[src/rtl/fa_pkg.sv]
package fa_pkg;

  typedef int unsigned uint_t;

  // Slot of the stop bit that precedes a start bit at slot start_slot.
  function automatic uint_t stop_slot(input uint_t start_slot, input uint_t frame_w);
    return (start_slot == 0) ? frame_w - 1 : start_slot - 1;
  endfunction

  // Index of the set bit in a one-hot vector of width n (highest wins).
  function automatic uint_t set_index(input logic [31:0] v, input uint_t n);
    uint_t idx;
    idx = 0;
    for (int i = 0; i < 32; i++) begin
      if ((uint_t'(i) < n) && v[i]) idx = uint_t'(i);
    end
    return idx;
  endfunction

  // True when one more miss reaches the limit; a zero limit acts as one.
  function automatic logic miss_limit_hit(input uint_t misses_so_far, input uint_t limit);
    uint_t eff;
    eff = (limit == 0) ? 1 : limit;
    return (misses_so_far + 1) >= eff;
  endfunction

endpackage

[src/rtl/fa_phase_ctr.sv]
module fa_phase_ctr #(
  parameter int unsigned FRAME_W = 12,
  parameter int unsigned PH_W    = $clog2(FRAME_W)
) (
  input  logic            clk,
  input  logic            srst,
  output logic [PH_W-1:0] phase,
  output logic            frame_end
);

  assign frame_end = (phase == PH_W'(FRAME_W - 1));

  always_ff @(posedge clk) begin
    if (srst) phase <= '0;
    else      phase <= frame_end ? '0 : phase + 1'b1;
  end

endmodule

[src/rtl/fa_edge_collect.sv]
module fa_edge_collect #(
  parameter int unsigned FRAME_W = 12,
  parameter int unsigned PH_W    = $clog2(FRAME_W)
) (
  input  logic               clk,
  input  logic               srst,
  input  logic               ser_bit,
  input  logic [PH_W-1:0]    phase,
  input  logic               frame_end,
  output logic [FRAME_W-1:0] frame_edges
);

  logic               prev_bit;
  logic               rise;
  logic [FRAME_W-1:0] seen;
  logic [FRAME_W-1:0] rise_vec;

  assign rise = ser_bit & ~prev_bit;

  for (genvar g = 0; g < FRAME_W; g++) begin : g_slot
    assign rise_vec[g] = rise & (phase == PH_W'(g));
  end

  // Edges of the window so far, including the current cycle.
  assign frame_edges = seen | rise_vec;

  always_ff @(posedge clk) begin
    if (srst) begin
      prev_bit <= 1'b1;
      seen     <= '0;
    end else begin
      prev_bit <= ser_bit;
      seen     <= frame_end ? '0 : frame_edges;
    end
  end

endmodule

[src/rtl/fa_cand_track.sv]
module fa_cand_track #(
  parameter int unsigned FRAME_W = 12,
  parameter int unsigned MISS_W  = 4,
  parameter int unsigned PH_W    = $clog2(FRAME_W)
) (
  input  logic               clk,
  input  logic               srst,
  input  logic               frame_end,
  input  logic [FRAME_W-1:0] frame_edges,
  input  logic [MISS_W-1:0]  miss_lim,
  output logic               locked,
  output logic [FRAME_W-1:0] cand_mask,
  output logic [PH_W-1:0]    lock_pos,
  output logic [MISS_W-1:0]  miss_cnt,
  output logic               lock_evt,
  output logic               restart_evt,
  output logic               drop_evt
);
  import fa_pkg::*;

  localparam logic [FRAME_W-1:0] ALL_CAND = {FRAME_W{1'b1}};

  logic [FRAME_W-1:0] survivors;
  logic               hit;
  logic               single;
  logic               limit_hit;

  assign survivors   = cand_mask & frame_edges;
  assign hit         = |survivors;
  assign single      = ($countones(survivors) == 1);
  assign limit_hit   = miss_limit_hit(uint_t'(miss_cnt), uint_t'(miss_lim));

  assign lock_evt    = frame_end & ~locked & single;
  assign restart_evt = frame_end & ~locked & ~hit;
  assign drop_evt    = frame_end & locked & ~hit & limit_hit;

  assign lock_pos    = PH_W'(set_index(32'(cand_mask), FRAME_W));

  always_ff @(posedge clk) begin
    if (srst) begin
      cand_mask <= ALL_CAND;
      locked    <= 1'b0;
      miss_cnt  <= '0;
    end else if (frame_end) begin
      if (locked) begin
        if (hit) begin
          miss_cnt <= '0;
        end else if (limit_hit) begin
          locked    <= 1'b0;
          cand_mask <= ALL_CAND;
          miss_cnt  <= '0;
        end else begin
          miss_cnt <= miss_cnt + 1'b1;
        end
      end else if (!hit) begin
        cand_mask <= ALL_CAND;
      end else begin
        cand_mask <= survivors;
        if (single) locked <= 1'b1;
      end
    end
  end

endmodule

[src/rtl/fa_word_extract.sv]
module fa_word_extract #(
  parameter int unsigned DATA_W = 10,
  parameter int unsigned PH_W   = $clog2(DATA_W + 2)
) (
  input  logic              clk,
  input  logic              srst,
  input  logic              ser_bit,
  input  logic [PH_W-1:0]   phase,
  input  logic              locked,
  input  logic [PH_W-1:0]   lock_pos,
  output logic [DATA_W-1:0] word_out,
  output logic              word_vld
);
  import fa_pkg::*;

  localparam int unsigned FRAME_W = DATA_W + 2;

  logic [DATA_W:0]   hist;      // start bit plus data bits, oldest at the top
  logic [PH_W-1:0]   stop_ph;
  logic              emit;

  assign stop_ph = PH_W'(stop_slot(uint_t'(lock_pos), FRAME_W));
  assign emit    = locked & (phase == stop_ph);

  always_ff @(posedge clk) begin
    if (srst) begin
      hist     <= '0;
      word_out <= '0;
      word_vld <= 1'b0;
    end else begin
      hist     <= {hist[DATA_W-1:0], ser_bit};
      word_vld <= emit;
      if (emit) word_out <= hist[DATA_W-1:0];
    end
  end

endmodule

[src/rtl/frame_aligner.sv]
module frame_aligner #(
  parameter int unsigned DATA_W = 10,
  parameter int unsigned MISS_W = 4
) (
  input  logic              clk,
  input  logic              srst,
  input  logic              ser_bit,
  input  logic [MISS_W-1:0] miss_lim,
  output logic              lock_n,
  output logic [DATA_W-1:0] word_out,
  output logic              word_vld
);

  localparam int unsigned FRAME_W = DATA_W + 2;
  localparam int unsigned PH_W    = $clog2(FRAME_W);

  logic [PH_W-1:0]    phase;
  logic               frame_end;
  logic [FRAME_W-1:0] frame_edges;
  logic [FRAME_W-1:0] cand_mask;
  logic [PH_W-1:0]    lock_pos;
  logic [MISS_W-1:0]  miss_cnt;
  logic               locked;
  logic               lock_evt;
  logic               restart_evt;
  logic               drop_evt;

  fa_phase_ctr #(.FRAME_W(FRAME_W), .PH_W(PH_W)) i_phase (
    .clk       (clk),
    .srst      (srst),
    .phase     (phase),
    .frame_end (frame_end)
  );

  fa_edge_collect #(.FRAME_W(FRAME_W), .PH_W(PH_W)) i_edges (
    .clk         (clk),
    .srst        (srst),
    .ser_bit     (ser_bit),
    .phase       (phase),
    .frame_end   (frame_end),
    .frame_edges (frame_edges)
  );

  fa_cand_track #(.FRAME_W(FRAME_W), .MISS_W(MISS_W), .PH_W(PH_W)) i_track (
    .clk         (clk),
    .srst        (srst),
    .frame_end   (frame_end),
    .frame_edges (frame_edges),
    .miss_lim    (miss_lim),
    .locked      (locked),
    .cand_mask   (cand_mask),
    .lock_pos    (lock_pos),
    .miss_cnt    (miss_cnt),
    .lock_evt    (lock_evt),
    .restart_evt (restart_evt),
    .drop_evt    (drop_evt)
  );

  fa_word_extract #(.DATA_W(DATA_W), .PH_W(PH_W)) i_extract (
    .clk      (clk),
    .srst     (srst),
    .ser_bit  (ser_bit),
    .phase    (phase),
    .locked   (locked),
    .lock_pos (lock_pos),
    .word_out (word_out),
    .word_vld (word_vld)
  );

  assign lock_n = ~locked;

endmodule

[config.mk]
export PLATFORM = sky130hd
export DESIGN_NAME = frame_aligner
export DESIGN_NICKNAME = d
export VERILOG_FILES = /design/src/rtl/fa_pkg.sv /design/src/rtl/fa_phase_ctr.sv /design/src/rtl/fa_edge_collect.sv /design/src/rtl/fa_cand_track.sv /design/src/rtl/fa_word_extract.sv /design/src/rtl/frame_aligner.sv
export SDC_FILE = /design/constraint.sdc
export NUM_CORES = 1
export LEC_CHECK = 0
export ABC_AREA = 1
export BUFFER_PORTS_ARGS = -buffer_cell sky130_fd_sc_hd__buf_2
export CELL_PAD_IN_SITES_DETAIL_PLACEMENT = 1
export CELL_PAD_IN_SITES_GLOBAL_PLACEMENT = 1
export CORE_UTILIZATION = 48
export CTS_CLUSTER_SIZE = 24
export DETAILED_ROUTE_END_ITERATION = 10
export PLACE_DENSITY = 0.92
export SLEW_MARGIN = 20
export SYNTH_ARGS = -nofsm -noshare
export SYNTH_HDL_FRONTEND = slang
export SYNTH_SLANG_ARGS = --single-unit
export TNS_END_PERCENT = 1
[constraint.sdc]
create_clock -name clk -period 12.4 [get_ports clk]
set_input_delay 2.48 -clock clk [delete_from_list [all_inputs] [get_ports clk]]
set_output_delay 2.48 -clock clk [all_outputs]
set_load 0.03 [all_outputs]
# Word-level counts from Yosys, hierarchy flattened
# Index checks and enable logic that the tools add are counted.
dict set report op_classes {
  n_mux 24
  eq_ne 15
  n_reduce_logical 7
  bitwise 18
  n_addsub 15
  order_cmp 1
}
# op n
set op_table {}
lappend op_table {{$add A32 B32 Y32} 5}
lappend op_table {{$mux W12} 4}
lappend op_table {{$eq A32 B2 Y1 const B} 1}
lappend op_table {{$ge A32 B32 Y1} 1}
lappend op_table {{$mux W4} 8}
lappend op_table {{$eq A4 B3 Y1 const B} 4}
lappend op_table {{$eq A4 B4 Y1 const B} 4}
lappend op_table {{$and A1 B1 Y1} 14}
lappend op_table {{$add A1 B1 Y2} 6}
lappend op_table {{$and A12 B12 Y12} 1}
lappend op_table {{$logic_not A4 Y1} 3}
lappend op_table {{$mux W3} 4}
lappend op_table {{$or A12 B12 Y12} 1}
lappend op_table {{$reduce_or A12 Y1} 1}
lappend op_table {{$add A4 B1 Y4 const B} 2}
lappend op_table {{$eq A4 B2 Y1 const B} 2}
lappend op_table {{$mux W1} 6}
lappend op_table {{$add A4 B1 Y5 const B} 1}
lappend op_table {{$eq A4 B1 Y1 const B} 1}
lappend op_table {{$eq A4 B4 Y1} 1}
lappend op_table {{$mux W2} 2}
lappend op_table {{$ne A2 B2 Y1 const B} 2}
lappend op_table {{$sub A4 B1 Y4 const B} 1}
lappend op_table {{$reduce_and A3 Y1} 1}
lappend op_table {{other kinds (3)} 4}
dict set report totals {
  in_bits 7
  register_bits 55
}

# Longest topological paths before layout
dict set report logic_depth {
  word_depth 15
  mapped_depth 22
  mapped_depth_nobuf 22
}

# Modules after synthesis
# A second synthesis with hierarchy kept.
dict set report unflattened {
  hier_cells 433
  area_unflattened_um2 3140.5
}
# module area_per_inst_um2 cells_per_inst seq_area_each_um2 instances
set modules_own_cells {}
lappend modules_own_cells {fa_cand_track 1408.9 210 340.3 1}
lappend modules_own_cells {fa_word_extract 942.2 122 420.4 1}
lappend modules_own_cells {fa_edge_collect 616.8 79 260.2 1}
lappend modules_own_cells {fa_phase_ctr 168.9 21 80.1 1}
lappend modules_own_cells {frame_aligner 3.8 1 0.0 1}

# Worst setup path after synthesis
# Ideal clock, no wire load.
dict set report synth_path {
  path_kind {input port to flip-flop}
  start {in ser_bit}
  end {reg i_track.locked}
  n_path_buf 1
  path_stages 21
  slack_ps 5983
  required_ps 12343
  arrival_ps 6360
  cell_sequence {inv_1 > nor2_1 > clkbuf_1 > a31oi_1 > nor2_1 > inv_1 > ha_1 > inv_1 > fa_1 > fa_1 > inv_1 > fa_1 > ha_1 > fa_1 > nor2_1 > nand3b_1 > a211oi_1 > o21ai_0 > nand2_1 > o211ai_1 > inv_1}
}
dict set report synth_between {
  elab_chain_len 12
  word_cells_on_any_way 32
  classes_between {add/sub (11); eq/ne (1); mux (4); bitwise (15); reduce/logical (1)}
}
# item line_no
set synth_lines {}
lappend synth_lines {{start, declared} frame_aligner.sv:7} ;# input logic ser_bit,
lappend synth_lines {{$and A1 B1 Y1 *} fa_edge_collect.sv:18} ;# assign rise = ser_bit & ~prev_bit;
lappend synth_lines {{$and A1 B1 Y1} fa_edge_collect.sv:21} ;# assign rise_vec[g] = rise & (phase == PH_W'(g));
lappend synth_lines {{$or A12 B12 Y12 *} fa_edge_collect.sv:25} ;# assign frame_edges = seen | rise_vec;
lappend synth_lines {{$and A12 B12 Y12 *} fa_cand_track.sv:28} ;# assign survivors = cand_mask & frame_edges;
lappend synth_lines {{$add A1 B1 Y2 (not written as such)} fa_cand_track.sv:30} ;# assign single = ($countones(survivors) == 1);
lappend synth_lines {{$add A32 B32 Y32 (not written as such) (3 in a row)} fa_cand_track.sv:30}
lappend synth_lines {{$eq A32 B2 Y1} fa_cand_track.sv:30}
lappend synth_lines {{$mux W1} fa_cand_track.sv:59} ;# if (single) locked <= 1'b1;
lappend synth_lines {{$mux W1} fa_cand_track.sv:55} ;# end else if (!hit) begin
lappend synth_lines {{$mux W1 *} fa_cand_track.sv:45} ;# if (locked) begin
lappend synth_lines {{end signal, assigned} fa_cand_track.sv:42} ;# locked <= 1'b0;
lappend synth_lines {{end signal, assigned} fa_cand_track.sv:49} ;# locked <= 1'b0;
lappend synth_lines {{end signal, assigned} fa_cand_track.sv:59}
lappend synth_lines {{end, declared} fa_cand_track.sv:11} ;# output logic locked,
# Every way passes the cells marked *; elsewhere a longest branch is shown, timed or not.
# A chain may end at the register's enable or synchronous reset.

# Final worst setup path
# Same ends and word-level chain as after synthesis.

==> metrics.yaml <==
power_and_ir_drop:
  power_uw: 296.0
  p_leak_nw: 1.501
  ir_drop_mv: 0.07284
  power_density_nw_per_um2: 94.37
logic_synthesis:
  postSynth.asyncResetShare_pct: 0
  synth_top_cell_area_share_pct: 37.61
  syn_nets: 418
  syn-instance-count: 377
  synthDistinctLibCells: 34
  synth_seq_area_share_pct: 37.61
  synth_most_common_cell: "nor2_1"
  mappedNetlistArea_um2: 2928
  synthTopCellsByCount: "70 x nor2_1, 63 x inv_1, 55 x dfxtp_1"
  yosysWarnings: 0
  synth_seq_cells: 55
  synth_edf_count: 0
  synthFlopType: "dfxtp_1"
  synth_area_leader_cell: "dfxtp_1"
  syn_area_per_cell_um2: 7.766
  synthTopCellsByArea: "dfxtp_1 38%, ha_1 12%, nor2_1 9.0%, inv_1 8.1%, nand2_1 4.9%"
cts:
  numCtsBuffers: 5
  post_cts_buffers: 0
  htreeDepth: 2
  clockBufferDepth: 2
  hold_buffers: 0
  cts_resized: 0
  clockRootBuffer: "clkbuf_8"
  clk-insertion-delay-late_ps: 310
  clk_pin_slew_ps: 100
  cts_tree: "yes"
  cts.sinks: 55
timing:
  finClkSkew_ps: 6.950
  fin_ws_ps: 5636
  relSlewSlack_pct: 45.27
  setup_tns_ps: 0
  period_share_pct: 54.55
  rsz0062_at_grt: "no"
  final_max_slew_viol_count: 0
  timing.fmax_ghz: 0.1478
  worst_pin_slew_ps: 815.9
  hold_viol_final: 0
  finalSetupViolCount: 0
  fin_crit_ps: 6764
placement:
  placed_area_um2: 3060
  dp.cells: 458
  place_ws_ps: 5288
  place_congestion: 0.7856
  portBuffers: 18
  dp_hpwl_um: 5500
die:
  die-area_um2: 6416
  boundaryPins: 19
  initial_core_util_pct: 49.74
  core_area_um2: 5886
  die_y_um: 80.10
  rows: 28
  die_w_um: 80.10
finish:
  design_area_um2: 3137
  fin_nets: 431
  area_delta_synth_final_pct: 7.137
  drive_above_1_share_pct: 10.54
  num_antenna_cells: 0
  fin_cells: 464
grt:
  track_usage_pct: 23.63
  grt_busiest_layer: "met2"
  use_met2_pct: 47.26
  grt_overflow: 0
  grt_pass1_wl_um: 11710
  use_met1_pct: 26.05
  antenna_found_initial: 0
  grt_max_degree: 27
  grt_use_met3_pct: 3.523
  grt_pass1_vias: 2616
routing:
  viasPerCell: 5.338
  wl_per_cell_um: 15.12
  dr.pass1.iters: 4
  drcViolationCount: 0
  totalWireLength_um: 7014
  first_iter_violations: 123
  num_vias: 2477
  ant_nets: 0
worst_setup_path:
  path_max_fanout: 12
  worst_ep_required_time_ps: 12660
  start_kind: "input pin"
  worst_ep_arrival_time_ps: 7020
  worstSetupEndpointType: "flop"
  path_class: "input pin to flop"
run_status:
  status: "completed"
hold_path:
  hold_class: "flop to flop"
flow_run:
  maxCapViolations: 0
==> power by group <==
part           internal (mW)  switching, mW  leakage, nW
combinational        0.00700         0.0157         1.02
sequential             0.178        0.00159        0.445
clock                 0.0377         0.0557       0.0361
total                  0.223         0.0729         1.50
==> cells by family (layout without fill, tap and decap cells) <==
group	count (synthesis)	after routing	share of synthesized area (%)
XOR/XNOR	4	4	1.197
AO/OA/AOI/OAI	60	60	12.74
flip-flops	55	55	37.61
adder cells (fa/ha/maj)	34	34	16.32
buffers and inverters	84	96	10.98
AND/OR/NAND/NOR	140	140	21.15
==> cells in the final DEF, fill, tap and decap left out, types with 9 or more instances in the layout <==
cell and n:
a21oi_1 9, buf_2 18, dfxtp_1 55, o21ai_0 16, inv_1 63, nand2_1 38
nand3_1 10, ha_1 27, a31oi_1 12, nor2_1 70, nand4_1 11, o211ai_1 15
==> worst max-delay path, stage by stage <==
cell and delay, ps:
buf_2 80, inv_1 50, nor2_1 600, a31oi_1 240, nor2_1 240, inv_1 80, ha_1 290, inv_1 80
fa_1 450, fa_1 520, inv_1 50, fa_1 450, ha_1 240, fa_1 430, nor2_1 120, nand3b_1 90
a211oi_1 190, o21ai_0 100, nand2_1 80, o211ai_1 90, inv_1 70
==> area by class of cell <==
class | instances | area [um2]
clock buffers | 5 | 68.82
clock inverters | 1 | 7.507
fillers | 764 | 2749
inverters | 72 | 270.3
multi-input cells | 238 | 1505
flip-flops and latches | 55 | 1101
well taps | 75 | 93.84
repair buffers | 18 | 90.09
==> per-layer routing <==
layer / up-vias / share of wire, %
met5: - / 0
met1: 1218 / 43
met4: 0 / 0.64
met2: 21 / 54
li1: 1231 / -
met3: 7 / 1.9
==> registers in the layout, indices dropped and copies added, names as in the netlist <==
| name | flops |
|---|---|
| i_extract.word_out | 10 |
| i_extract.hist | 10 |
| i_edges.seen | 12 |
| i_track.cand_mask | 12 |
| i_edges.prev_bit | 1 |
| i_extract.word_vld | 1 |
| i_track.locked | 1 |
| i_phase.phase | 4 |
| i_track.miss_cnt | 4 |
==> metrics by stage <==
stage | utilization [%] | hold WS, ps
global placement | 52.00 | 414.6
detailed placement | 52.00 | 428.3
finish | 53.30 | 435.6
floorplan | - | 410.1
CTS | 53.30 | 438.0
global route | 53.30 | 453.3
==> path summary, 6_finish.rpt <==
kind	from	cells after the start	end	slack [ps]
max	ser_bit	21	i_track.locked$_SDFFE_PP0N_	5640
min	i_extract.hist[7]$_SDFF_PP0_	2	i_extract.hist[8]$_SDFF_PP0_	440
max reg2reg	i_phase.phase[3]$_SDFF_PP0_	22	i_track.locked$_SDFFE_PP0N_	7560
min reg2reg	i_extract.hist[7]$_SDFF_PP0_	2	i_extract.hist[8]$_SDFF_PP0_	440
(Power assumes the default switching activity.)
